## config.mk

```make
export PLATFORM = sky130hd
export DESIGN_NAME = ext_irq_grouped
export DESIGN_NICKNAME = d
export VERILOG_FILES = /design/src/rtl/eint_pkg.sv /design/src/rtl/eint_ctrl.sv /design/src/rtl/eint_line_detect.sv /design/src/rtl/eint_datapath.sv /design/src/rtl/ext_irq_grouped.sv
export SDC_FILE = /design/constraint.sdc
export NUM_CORES = 1
export LEC_CHECK = 0
export ABC_AREA = 1
export CORE_ASPECT_RATIO = 1.4
export CORE_MARGIN = 4
export CORE_UTILIZATION = 50
export DETAILED_ROUTE_END_ITERATION = 6
export PLACE_DENSITY = 0.83
export RECOVER_POWER = 50
export SYNTH_ARGS = -nofsm -noshare
export SYNTH_HDL_FRONTEND = slang
export SYNTH_SLANG_ARGS = --single-unit
```

## constraint.sdc

```tcl
create_clock -name clk -period 3.5 [get_ports clk]
set_clock_uncertainty 0.1 [all_clocks]
set_input_delay 0.7 -clock clk [delete_from_list [all_inputs] [get_ports clk]]
set_output_delay 0.7 -clock clk [all_outputs]
set_load 0.005 [all_outputs]
```

## src/rtl/eint_pkg.sv

```systemverilog
package eint_pkg;

  localparam int NUM_LINES  = 28;
  localparam int NUM_GROUPS = 4;
  localparam int FIRST_GRP  = 4;
  localparam int GRP_W      = 8;
  localparam int DATA_W     = 32;
  localparam int FIELD_W    = 3;
  localparam int STRIDE     = 4;
  localparam int NUM_PAIRS  = (NUM_LINES + 1) / 2;
  localparam int PAIRS_PER_REG = DATA_W / STRIDE;

  typedef enum logic [2:0] {
    TRIG_OFF, TRIG_LOW, TRIG_HIGH, TRIG_FALL, TRIG_RISE, TRIG_BOTH
  } trigKind_t;

  typedef struct packed {
    logic cfgLoWr;
    logic cfgHiWr;
    logic maskWr;
    logic pendClr;
  } eintStrobes_t;

  function automatic trigKind_t trigDecode(input logic [FIELD_W-1:0] code);
    case (code)
      3'b000:          return TRIG_LOW;
      3'b001:          return TRIG_HIGH;
      3'b010:          return TRIG_FALL;
      3'b100:          return TRIG_RISE;
      3'b110, 3'b111:  return TRIG_BOTH;
      default:         return TRIG_OFF;
    endcase
  endfunction

  function automatic logic [NUM_LINES-1:0] grpMask(input int g);
    logic [NUM_LINES-1:0] m;
    int lo, hi;
    lo = (g == 0) ? 0 : FIRST_GRP + (g - 1) * GRP_W;
    hi = FIRST_GRP + g * GRP_W - 1;
    for (int i = 0; i < NUM_LINES; i++) m[i] = (i >= lo) && (i <= hi);
    return m;
  endfunction

endpackage

```

## src/rtl/eint_ctrl.sv

```systemverilog
module eint_ctrl
  import eint_pkg::*;
(
  input  logic         clk,
  input  logic         rstN,
  input  logic [1:0]   regSel,
  input  logic         regWr,
  output eintStrobes_t stb
);

  always_comb begin
    stb = '0;
    if (regWr) begin
      case (regSel)
        2'd0: stb.cfgLoWr = 1'b1;
        2'd1: stb.cfgHiWr = 1'b1;
        2'd2: stb.maskWr  = 1'b1;
        default: stb.pendClr = 1'b1;
      endcase
    end
  end


  strobe_onehot_chk: assert property (@(posedge clk) disable iff (!rstN)
    $onehot0(stb));

endmodule

```

## src/rtl/eint_line_detect.sv

```systemverilog
module eint_line_detect
  import eint_pkg::*;
#(
  parameter int SYNC_STAGES = 2
) (
  input  logic      clk,
  input  logic      rstN,
  input  logic      rawIn,
  input  trigKind_t mode,
  output logic      hit
);

  logic [SYNC_STAGES-1:0] syncQ;
  logic                   prevQ;
  logic                   cur;

  always_ff @(posedge clk) begin
    if (!rstN) begin
      syncQ <= '0;
      prevQ <= 1'b0;
    end else begin
      syncQ <= {syncQ[SYNC_STAGES-2:0], rawIn};
      prevQ <= syncQ[SYNC_STAGES-1];
    end
  end

  assign cur = syncQ[SYNC_STAGES-1];

  always_comb begin
    case (mode)
      TRIG_LOW:  hit = !cur;
      TRIG_HIGH: hit = cur;
      TRIG_FALL: hit = prevQ && !cur;
      TRIG_RISE: hit = !prevQ && cur;
      TRIG_BOTH: hit = prevQ ^ cur;
      default:   hit = 1'b0;
    endcase
  end

endmodule

```

## src/rtl/eint_datapath.sv

```systemverilog
module eint_datapath
  import eint_pkg::*;
(
  input  logic                 clk,
  input  logic                 rstN,
  input  eintStrobes_t         stb,
  input  logic [1:0]           regSel,
  input  logic [DATA_W-1:0]    regWdata,
  input  logic [NUM_LINES-1:0] extLines,
  output logic [DATA_W-1:0]    regRdata,
  output logic [NUM_GROUPS-1:0] grpIrq
);

  logic [FIELD_W-1:0]   cfgQ [NUM_PAIRS];
  logic [NUM_LINES-1:0] maskQ;
  logic [NUM_LINES-1:0] pendQ;
  logic [NUM_LINES-1:0] setVec;
  logic [NUM_LINES-1:0] clrVec;
  logic [NUM_LINES-1:0] liveVec;
  logic [DATA_W-1:0]    cfgLoView;
  logic [DATA_W-1:0]    cfgHiView;

  for (genvar p = 0; p < NUM_PAIRS; p++) begin : g_pair
    localparam bit IN_LO = (p < PAIRS_PER_REG);
    localparam int NIB   = IN_LO ? p : p - PAIRS_PER_REG;
    logic wrHere;
    assign wrHere = IN_LO ? stb.cfgLoWr : stb.cfgHiWr;
    always_ff @(posedge clk) begin
      if (!rstN) cfgQ[p] <= '0;
      else if (wrHere) cfgQ[p] <= regWdata[NIB*STRIDE +: FIELD_W];
    end
  end

  for (genvar k = 0; k < PAIRS_PER_REG; k++) begin : g_view
    assign cfgLoView[k*STRIDE +: STRIDE] = {1'b0, cfgQ[k]};
    if (PAIRS_PER_REG + k < NUM_PAIRS) begin : g_hi
      assign cfgHiView[k*STRIDE +: STRIDE] = {1'b0, cfgQ[PAIRS_PER_REG + k]};
    end else begin : g_none
      assign cfgHiView[k*STRIDE +: STRIDE] = '0;
    end
  end

  for (genvar n = 0; n < NUM_LINES; n++) begin : g_line
    eint_line_detect #(.SYNC_STAGES(2)) i_det (
      .clk   (clk),
      .rstN  (rstN),
      .rawIn (extLines[n]),
      .mode  (trigDecode(cfgQ[n/2])),
      .hit   (setVec[n])
    );
  end

  assign clrVec = stb.pendClr ? regWdata[NUM_LINES-1:0] : '0;

  always_ff @(posedge clk) begin
    if (!rstN) begin
      maskQ <= '1;
      pendQ <= '0;
    end else begin
      if (stb.maskWr) maskQ <= regWdata[NUM_LINES-1:0];
      pendQ <= (pendQ & ~clrVec) | setVec;
    end
  end

  assign liveVec = pendQ & ~maskQ;

  for (genvar g = 0; g < NUM_GROUPS; g++) begin : g_grp
    localparam logic [NUM_LINES-1:0] GM = grpMask(g);
    assign grpIrq[g] = |(liveVec & GM);
  end

  always_comb begin
    case (regSel)
      2'd0:    regRdata = cfgLoView;
      2'd1:    regRdata = cfgHiView;
      2'd2:    regRdata = {{(DATA_W-NUM_LINES){1'b0}}, maskQ};
      default: regRdata = {{(DATA_W-NUM_LINES){1'b0}}, pendQ};
    endcase
  end


  pend_drop_needs_clear_chk: assert property (@(posedge clk) disable iff (!rstN)
    (|($past(pendQ) & ~pendQ)) |-> $past(stb.pendClr));


  clear_lands_chk: assert property (@(posedge clk) disable iff (!rstN)
    stb.pendClr |=> ((pendQ & $past(regWdata[NUM_LINES-1:0]) & ~$past(setVec)) == '0));


  mask_all_quiets_chk: assert property (@(posedge clk) disable iff (!rstN)
    (stb.maskWr && (&regWdata[NUM_LINES-1:0])) |=> (grpIrq == '0));


  mask_holds_chk: assert property (@(posedge clk) disable iff (!rstN)
    !stb.maskWr |=> $stable(maskQ));

endmodule

```

## src/rtl/ext_irq_grouped.sv

```systemverilog
module ext_irq_grouped
  import eint_pkg::*;
(
  input  logic         clk,
  input  logic         rstN,
  input  logic [27:0]  extLines,
  input  logic [1:0]   regSel,
  input  logic         regWr,
  input  logic [31:0]  regWdata,
  output logic [31:0]  regRdata,
  output logic [3:0]   grpIrq
);

  eintStrobes_t stb;

  eint_ctrl i_ctrl (
    .clk    (clk),
    .rstN   (rstN),
    .regSel (regSel),
    .regWr  (regWr),
    .stb    (stb)
  );

  eint_datapath i_dp (
    .clk      (clk),
    .rstN     (rstN),
    .stb      (stb),
    .regSel   (regSel),
    .regWdata (regWdata),
    .extLines (extLines),
    .regRdata (regRdata),
    .grpIrq   (grpIrq)
  );

endmodule

```

* Word-level counts from Yosys, hierarchy flattened *
Memories as Yosys holds them, arrays and structs flattened.
Cells that the tools add are included.

storage, ports and cells
  memory bits (writable) = 42
  memories kept = 1
  output and inout bits = 36
  bits in latches = 0
  logic and storage cells = 464
  register bits after elaboration = 140
  memory bits (read-only) = 0
  bits of input ports = 65

memory list
  name       depth  bits a word  read ports  clocked after memory_dff  wr ports  line                 text
  i_dp.cfgQ  14     3            14          0                         14        eint_datapath.sv:14  logic [FIELD_W-1:0] cfgQ [NUM_PAIRS];

cells by class
  multiplexer cells = 70
  reduce and logical (&&, ||, !) cells = 146
  $add $sub $neg = 0
  shifts and indexed selects = 0
  magnitude comparators = 0
  $mul = 0
  equality and inequality tests = 142
  bitwise operators = 47
  div/mod/pow operators = 0

operators by type and width
  kind                                                              count
  3-bit == test (second input constant)                             70
  3-bit one-hot mux with 5 select lines                             14
  1-bit one-hot mux with 5 select lines                             28
  3-bit by 2-bit == test with 1-bit output (second input constant)  42
  31-bit one-hot mux with 3 select lines                            1
  3-bit by 1-bit == test with 1-bit output (second input constant)  28
  28-bit AND                                                        2
  1-bit logical AND                                                 56
  1-bit zero test                                                   56
  28-bit inverter                                                   2
  3-bit zero test                                                   14
  3-bit 2-to-1 mux                                                  14
  28-bit 2-to-1 mux                                                 1
  28-bit OR                                                         1
  2-bit OR reduction                                                14
  1-bit XOR                                                         28
  8-bit OR reduction                                                3
  1-bit OR                                                          14
  1-bit 2-to-1 mux                                                  11
  4-bit 2-to-1 mux                                                  1
  4-bit OR reduction                                                1
  3-bit OR reduction                                                1
  2-bit by 1-bit == test with 1-bit output (second input constant)  1
  2-bit == test (second input constant)                             1
  2-bit zero test                                                   1

* Depth between registers and ports, before layout *
Gate-level depths: netlist of the first run.

  depth after elaboration = 8
  gate-level depth with buffers = 8
  depth with buffers taken out = 8

* Hierarchy *
A second synthesis of the first run with hierarchy kept.

second synthesis, totals
  cell total of the unflattened synthesis = 1422
  area total of the unflattened synthesis = 9719.3 um^2

modules (own cells, without submodules)
  module            seq. area each (um^2)  cells an instance  instances  area an instance (um^2)
  eint_datapath     2382.3                 658                1          4889.7
  eint_line_detect  60.1                   27                 28         171.4
  eint_ctrl         0.0                    8                  1          30.0

* Worst setup path before layout of the first run *
No wires, ideal clock.

  path type = input port to flip-flop
  from = input port regSel[1]
  to = memory i_dp.cfgQ[0][0], enable pin
  arrival time = 2850 ps
  buffers on the path = 1
  stages = 4
  library setup time = 438 ps
  setup slack = 112 ps
  required time = 2962 ps
  path through = nor2_1 -> buf_2 -> inv_1 -> o21ai_0

RTL lines
  what             line                  text
  start, declared  ext_irq_grouped.sv:7  input logic [1:0] regSel,
  end, declared    eint_datapath.sv:14

* Final worst setup path of the first run *
  from = input port regSel[1]
  to = output port regRdata[13]

on the way
  cells in the longest elaborated chain, start to end = 2
  elaborated cells between the ends (all ways) = 4
  classes of those cells = eq/ne: 2; mux: 1; reduce/logical: 1

RTL lines
  what                                         line                   text
  2-bit == test, or another cell as far along  eint_datapath.sv:73    case (regSel)
  31-bit one-hot mux with 3 select lines (*)   eint_datapath.sv:73
  end, declared                                ext_irq_grouped.sv:10  output logic [31:0] regRdata,

Every way passes the cells marked *; elsewhere a longest branch is shown, timed or not.

==> flow_metrics.tcl, run 1 <==
set metrics [dict create \
    drc 0 \
    grt_usage_pct 23.4 \
    synth_top_area_share_pct 31.4 \
    endpoint_kind "output port" \
    synth_edf_count 42 \
    crit_path_start_kind "primary input" \
    grt_max_degree 103 \
    leakagePower_nw 5.45 \
    avgSynthCellArea_sq_um 7.52 \
    antenna_left 0 \
    fmax_ghz 0.289 \
    via_per_inst 5.21 \
    ys_seq_area_share_pct 45.5 \
    numCtsBuffers 17 \
    num_antenna_cells 0 \
    worst_pin_slew_ps 1640 \
    rr_endpoint "i_dp.pendQ[25]$_SDFF_PN0_" \
    hold_path_class "flip-flop to flip-flop" \
    rsz0062_at_grt "yes" \
    area.growth.synth_to_final_pct 20.3 \
    netlist_area_sq_mm 0.00894 \
    cts.clk_slew.worst_paths_ps 60 \
    slew_violations 36 \
    power_mw 4.87 \
    fin_cells 1537 \
    gp_congestion 0.899 \
    cts_tree "built" \
    drive_gt1_share_pct 3.69 \
    htree_levels 4 \
    worstPathRequired_ps 2700 \
    max_slew_margin_pct -9.58 \
    synth_top_area_cell "dfxtp_1" \
    cp_cell_sequence "clkdlybuf4s50_1 > inv_1 > nor2_4 > buf_4 > nand2_1 > o21ai_0 > a21oi_1 > o21ai_0 > clkdlybuf4s50_1" \
    hold_depth 2 \
    port_buffers 98 \
    pwr-share-comb_pct 13.2 \
    synthTopCellsByCount "nand2_1, inv_1, dfxtp_1" \
    postCtsSetupBuffers 0 \
    cts_hold_buf 0 \
    finalCritPeriodShare_pct 98.8 \
    dp_slack_ps 95.9 \
    dpl.cell_count 1506 \
    finalSetupTns_ps 0 \
    crit_fanout 9 \
    p_seq_share_pct 49.2 \
    total_switching_power_mw 1.28 \
    p_clk_share_pct 37.5 \
    cp_top_family "buffers and inverters" \
    die_h_um 166 \
    cts.sinks 182 \
    wl_um 23400 \
    final_nets 1410 \
    crit_type "primary input to output port" \
    num_rows 57 \
    antenna_found_initial 0 \
    ioPinCount 101 \
    r2r-start "i_dp.cfgQ[6][0]$_SDFFCE_PN0P_" \
    setup_ws_ps 42.8 \
    ys.flop_type "dfxtp_1" \
    grt-ovfl-total 0 \
    synthArstFlopShare_pct 0 \
    ys_seq_elements 182 \
    cap_violations 1 \
    hp-start "i_dp.g_line[11].i_det.syncQ[0]$_SDFF_PN0_" \
    cts_resized 0 \
    critPathMaxStageDelay_ps 570 \
    coreArea_sq_mm 0.0175 \
    whs_endpoint "i_dp.g_line[11].i_det.syncQ[1]$_SDFF_PN0_" \
    chipWidth_um 121 \
    slowest_stage "clkdlybuf4s50_1" \
    die_area_sq_mm 0.0201 \
    start_util_pct 51.1 \
    worstSkewPairLatency_ps 430 \
    swShare_pct 26.3 \
    synthesis.instances 1188 \
    ys_top_cells_by_area "dfxtp_1, edfxtp_1, nand2_1" \
    min_period_ps 3460 \
    outcome "complete, but fails checks" \
    grt_pass1_wl_um 37500 \
    r2r_setup_slack_ps 2000 \
    intPower_mw 3.59 \
    crit_buf_inv 4 \
    max-vdd-ir-drop_mv 0.307 \
    dr.first_iter.drc_count 689 \
    finalHoldViolations 0 \
    power.density_mw_per_mm2 453 \
    synth_cell_type_count 28 \
    firstDrtPassIters 5 \
    synth.most_common_cell "nand2_1" \
    syn_nets 1309 \
    grt_pass1_vias 7962 \
    yosysWarnings 0 \
    r2r_cells 7 \
    setup_violations 0 \
    cts-root-buf "clkbuf_16" \
    via_count 8011 \
    final_util_pct 61.5 \
    dp_hpwl_um 16700 \
    violations "max-capacitance violations, max-slew violations" \
    ctsLongestPathBuffers 2 \
    wire_per_inst_um 15.2 \
    arrival_ps 2660 \
]
-- cell usage in the layout (no fill, tap or decap), types with 32 or more instances in the layout --
cell type	instances
a21oi_1	32
clkdlybuf4s50_1	97
dfxtp_1	140
edfxtp_1	42
ha_1	56
inv_1	255
nand2_1	258
nand3_1	98
nand4_1	36
nor2_1	108
o21ai_0	45
-- cell type report --
class | count | area, sq um
inverter | 257 | 965
tap | 236 | 295
clock buffer | 21 | 462
fill | 1471 | 6720
clock inverter | 10 | 96.3
timing repair buffer | 115 | 1120
multi-input combinational | 716 | 3750
sequential | 182 | 4060
-- through the flow --
step / area (sq um) / hold WS (ps)
3_3_place_gp: 10200 / 293
3_5_place_dp: 10200 / 295
4_1_cts: 10800 / 311
2_1_floorplan: 8940 / 290
5_1_grt: 10800 / 327
6_report: 10800 / 310
-- cells by family (layout without fill, tap and decap cells) --
| kind of cell | count (synthesis) | in the layout | share of synthesized area [%] |
|---|---|---|---|
| and+or+nand+nor | 533 | 533 | 26.0 |
| buffers and inverters | 290 | 403 | 12.5 |
| DFF | 182 | 182 | 45.5 |
| AOI/OAI and AO/OA | 126 | 126 | 8.11 |
| adders and majority gates | 56 | 56 | 7.84 |
| other | 1 | 1 | 0.0420 |
-- flip-flops by register name, summed over array words and instances (netlist names) --
signal                   flops
i_dp.pendQ                  28
i_dp.maskQ                  28
i_dp.g_line.i_det.prevQ     28
i_dp.cfgQ                   42
i_dp.g_line.i_det.syncQ     56
-- how the worst max path moves through the flow --
stage               from                            end  slack [ps]  depth (start not counted)
6_report       regSel[1]                   regRdata[13]          40                          9
5_1_grt        regSel[1]                   regRdata[14]          -4                          9
4_1_cts        regSel[1]                   regRdata[13]          80                          9
3_5_place_dp   regSel[1]                   regRdata[13]         100                          9
3_3_place_gp   regSel[1]                   regRdata[13]         120                          9
2_1_floorplan  regSel[1]  i_dp.cfgQ[0][0]$_SDFFCE_PN0P_         110                          4
-- routing by layer --
metal	GRT usage, %	vias to the layer above	share of wire, %
met5	0	-	0
met1	25.1	3640	36
met2	41.2	321	51
met4	15.9	0	6.8
met3	3.95	95	6.7
li1	-	3955	-
-- power groups by stage --
stage | Clock, mW | Sequential, mW | Combinational, mW
floorplan | 0 | 2.40 | 0.350
CTS | 1.84 | 2.39 | 0.646
global placement | 0 | 2.43 | 0.622
detailed placement | 0 | 2.44 | 0.637
finish | 1.83 | 2.40 | 0.645
global route | 1.93 | 2.41 | 0.720
-- worst reg2reg max path: cells and delay by family (launching register included) --
family	cells	cell delay, ps
buffers and inverters	1	120
DFF	1	490
and+or+nand+nor	6	740
(Power assumes the default switching activity.)
==> inputs of run 2 (changes only) <==
CORE_UTILIZATION = 51   (was 50)
GPL_TIMING_DRIVEN = 0   (was not set)
PLACE_DENSITY = 0.84   (was 0.83)
==> flow_metrics.tcl, run 2 (synthesis results as in run 1) <==
set metrics [dict create \
    via_per_inst 5.41 \
    crit_fanout 10 \
    cp_cell_sequence "clkdlybuf4s50_1 > inv_1 > nor2_2 > buf_4 > nand2_1 > o21ai_0 > a21oi_1 > o21ai_1 > clkdlybuf4s50_1" \
    violations "design-rule violations, negative setup slack" \
    grt_max_degree 18 \
    leakagePower_nw 5.52 \
    crit_path_start_kind "primary input" \
    worst_pin_slew_ps 843 \
    cap_violations 0 \
    grt_usage_pct 26.1 \
    endpoint_kind "output port" \
    dp_hpwl_um 19100 \
    via_count 8416 \
    max_slew_margin_pct 43.8 \
    port_buffers 97 \
    ctsLongestPathBuffers 2 \
    antenna_found_initial 0 \
    worstSkewPairLatency_ps 450 \
    cts-root-buf "clkbuf_16" \
    cts_tree "built" \
    outcome "complete, but fails checks" \
    met1Wirelength_um 9030 \
    num_antenna_cells 0 \
    grt_pass1_vias 7957 \
    dpl.cell_count 1523 \
    cts.sinks 182 \
    fmax_ghz 0.283 \
    rsz0062_at_grt "yes" \
    cpMostUsedCell "clkdlybuf4s50_1" \
    wl_um 25800 \
    min_period_ps 3540 \
    final_common_cell "nand2_1" \
    finalHoldViolations 0 \
    hold_path_class "flip-flop to flip-flop" \
    dr.first_iter.drc_count 917 \
    antenna_left 0 \
    numCtsBuffers 17 \
    critPathMaxStageDelay_ps 560 \
    die_area_sq_mm 0.0197 \
    most-common-layout-cells "nand2_1, inv_1, dfxtp_1" \
    top_register "i_dp.g_line.i_det.syncQ" \
    htree_levels 4 \
    grt-ovfl-total 0 \
    routed.top_layer "met4" \
    max-vdd-ir-drop_mv 0.270 \
    largest_register_ffs 56 \
    grt_pass1_wl_um 39200 \
    setup_violations 1 \
    cts.clk_slew.worst_paths_ps 70 \
    coreArea_sq_mm 0.0173 \
    area.growth.synth_to_final_pct 22.2 \
    wire_per_inst_um 16.6 \
    cts_hold_buf 0 \
    drive_gt1_share_pct 4.24 \
    final_nets 1429 \
    worstPathRequired_ps 2700 \
    finalCritPeriodShare_pct 101 \
    chipWidth_um 120 \
    fin_cells 1557 \
    setup_ws_ps -35.8 \
    start_util_pct 51.8 \
    hold_slack_ps 313 \
    slew_violations 0 \
    drc 4 \
    routed-wl-met3_um 2090 \
    routed-wl-met2_um 13000 \
    power.density_mw_per_mm2 469 \
    slowest_stage "clkdlybuf4s50_1" \
    arrival_ps 2740 \
    num_rows 57 \
    firstDrtPassIters 7 \
    top_regs "i_dp.g_line.i_det.syncQ x56, i_dp.cfgQ x42" \
    die_h_um 165 \
    gp_congestion 0.968 \
    crit_type "primary input to output port" \
    ioPinCount 101 \
]
## run 2: worst max-delay path, delay by kind of cell
| family | cells | cell delay, ps |
|---|---|---|
| AO/OA/AOI/OAI | 3 | 360 |
| buffers and inverters | 4 | 1440 |
| AND/OR/NAND/NOR | 2 | 230 |
## run 2: cell type report
class / instances / area, sq um
fillers: 1482 / 6340
flip-flops and latches: 182 / 4060
multi-input cells: 716 / 3760
repair buffers: 101 / 1030
inverters: 257 / 968
clock buffers: 21 / 504
well taps: 236 / 295
plain buffers: 33 / 160
clock inverters: 11 / 131
## run 2: through the flow
stage | TNS [ps] | instance area [sq um] | utilization [%] | setup WS, ps | power, mW
finish | -35.8 | 10900 | 63.2 | -35.8 | 5.12
floorplan | 0 | 8940 | - | 112 | 2.75
CTS | -83.3 | 10900 | 63.2 | -30.6 | 5.11
global placement | -54860 | 10200 | 59.1 | -1680 | 3.07
detailed placement | -308 | 10300 | 59.4 | -143 | 3.09
global route | -79.1 | 10900 | 63.2 | -30.9 | 5.29
## run 2: report_power, final
group          internal, mW  switching (mW)  total, mW
clock network          1.19           0.853       2.04
logic                 0.288           0.388      0.677
registers              2.28           0.119       2.40
## run 2: worst paths after layout
check                                                                 end                                       from  slack, ps  depth (start not counted)
worst max-delay path                                         regRdata[21]                                  regSel[1]        -40                          9
worst min-delay path            i_dp.g_line[19].i_det.syncQ[1]$_SDFF_PN0_  i_dp.g_line[19].i_det.syncQ[0]$_SDFF_PN0_        310                          2
worst max register to register                  i_dp.pendQ[11]$_SDFF_PN0_  i_dp.g_line[11].i_det.syncQ[1]$_SDFF_PN0_       1970                          8
worst min register to register  i_dp.g_line[19].i_det.syncQ[1]$_SDFF_PN0_  i_dp.g_line[19].i_det.syncQ[0]$_SDFF_PN0_        310                          2
## run 2: layer usage
metal  GRT usage (%)  vias up
li1                -     3990
met1            27.6     3898
met2            47.0      415
met3            4.69      113
met4            17.8        0
met5               0        -
## run 2: what timing repair did
item,4_1_cts,5_1_grt
gates resized for setup,6,11
setup endpoints to repair,7,19
buffers inserted,0,2
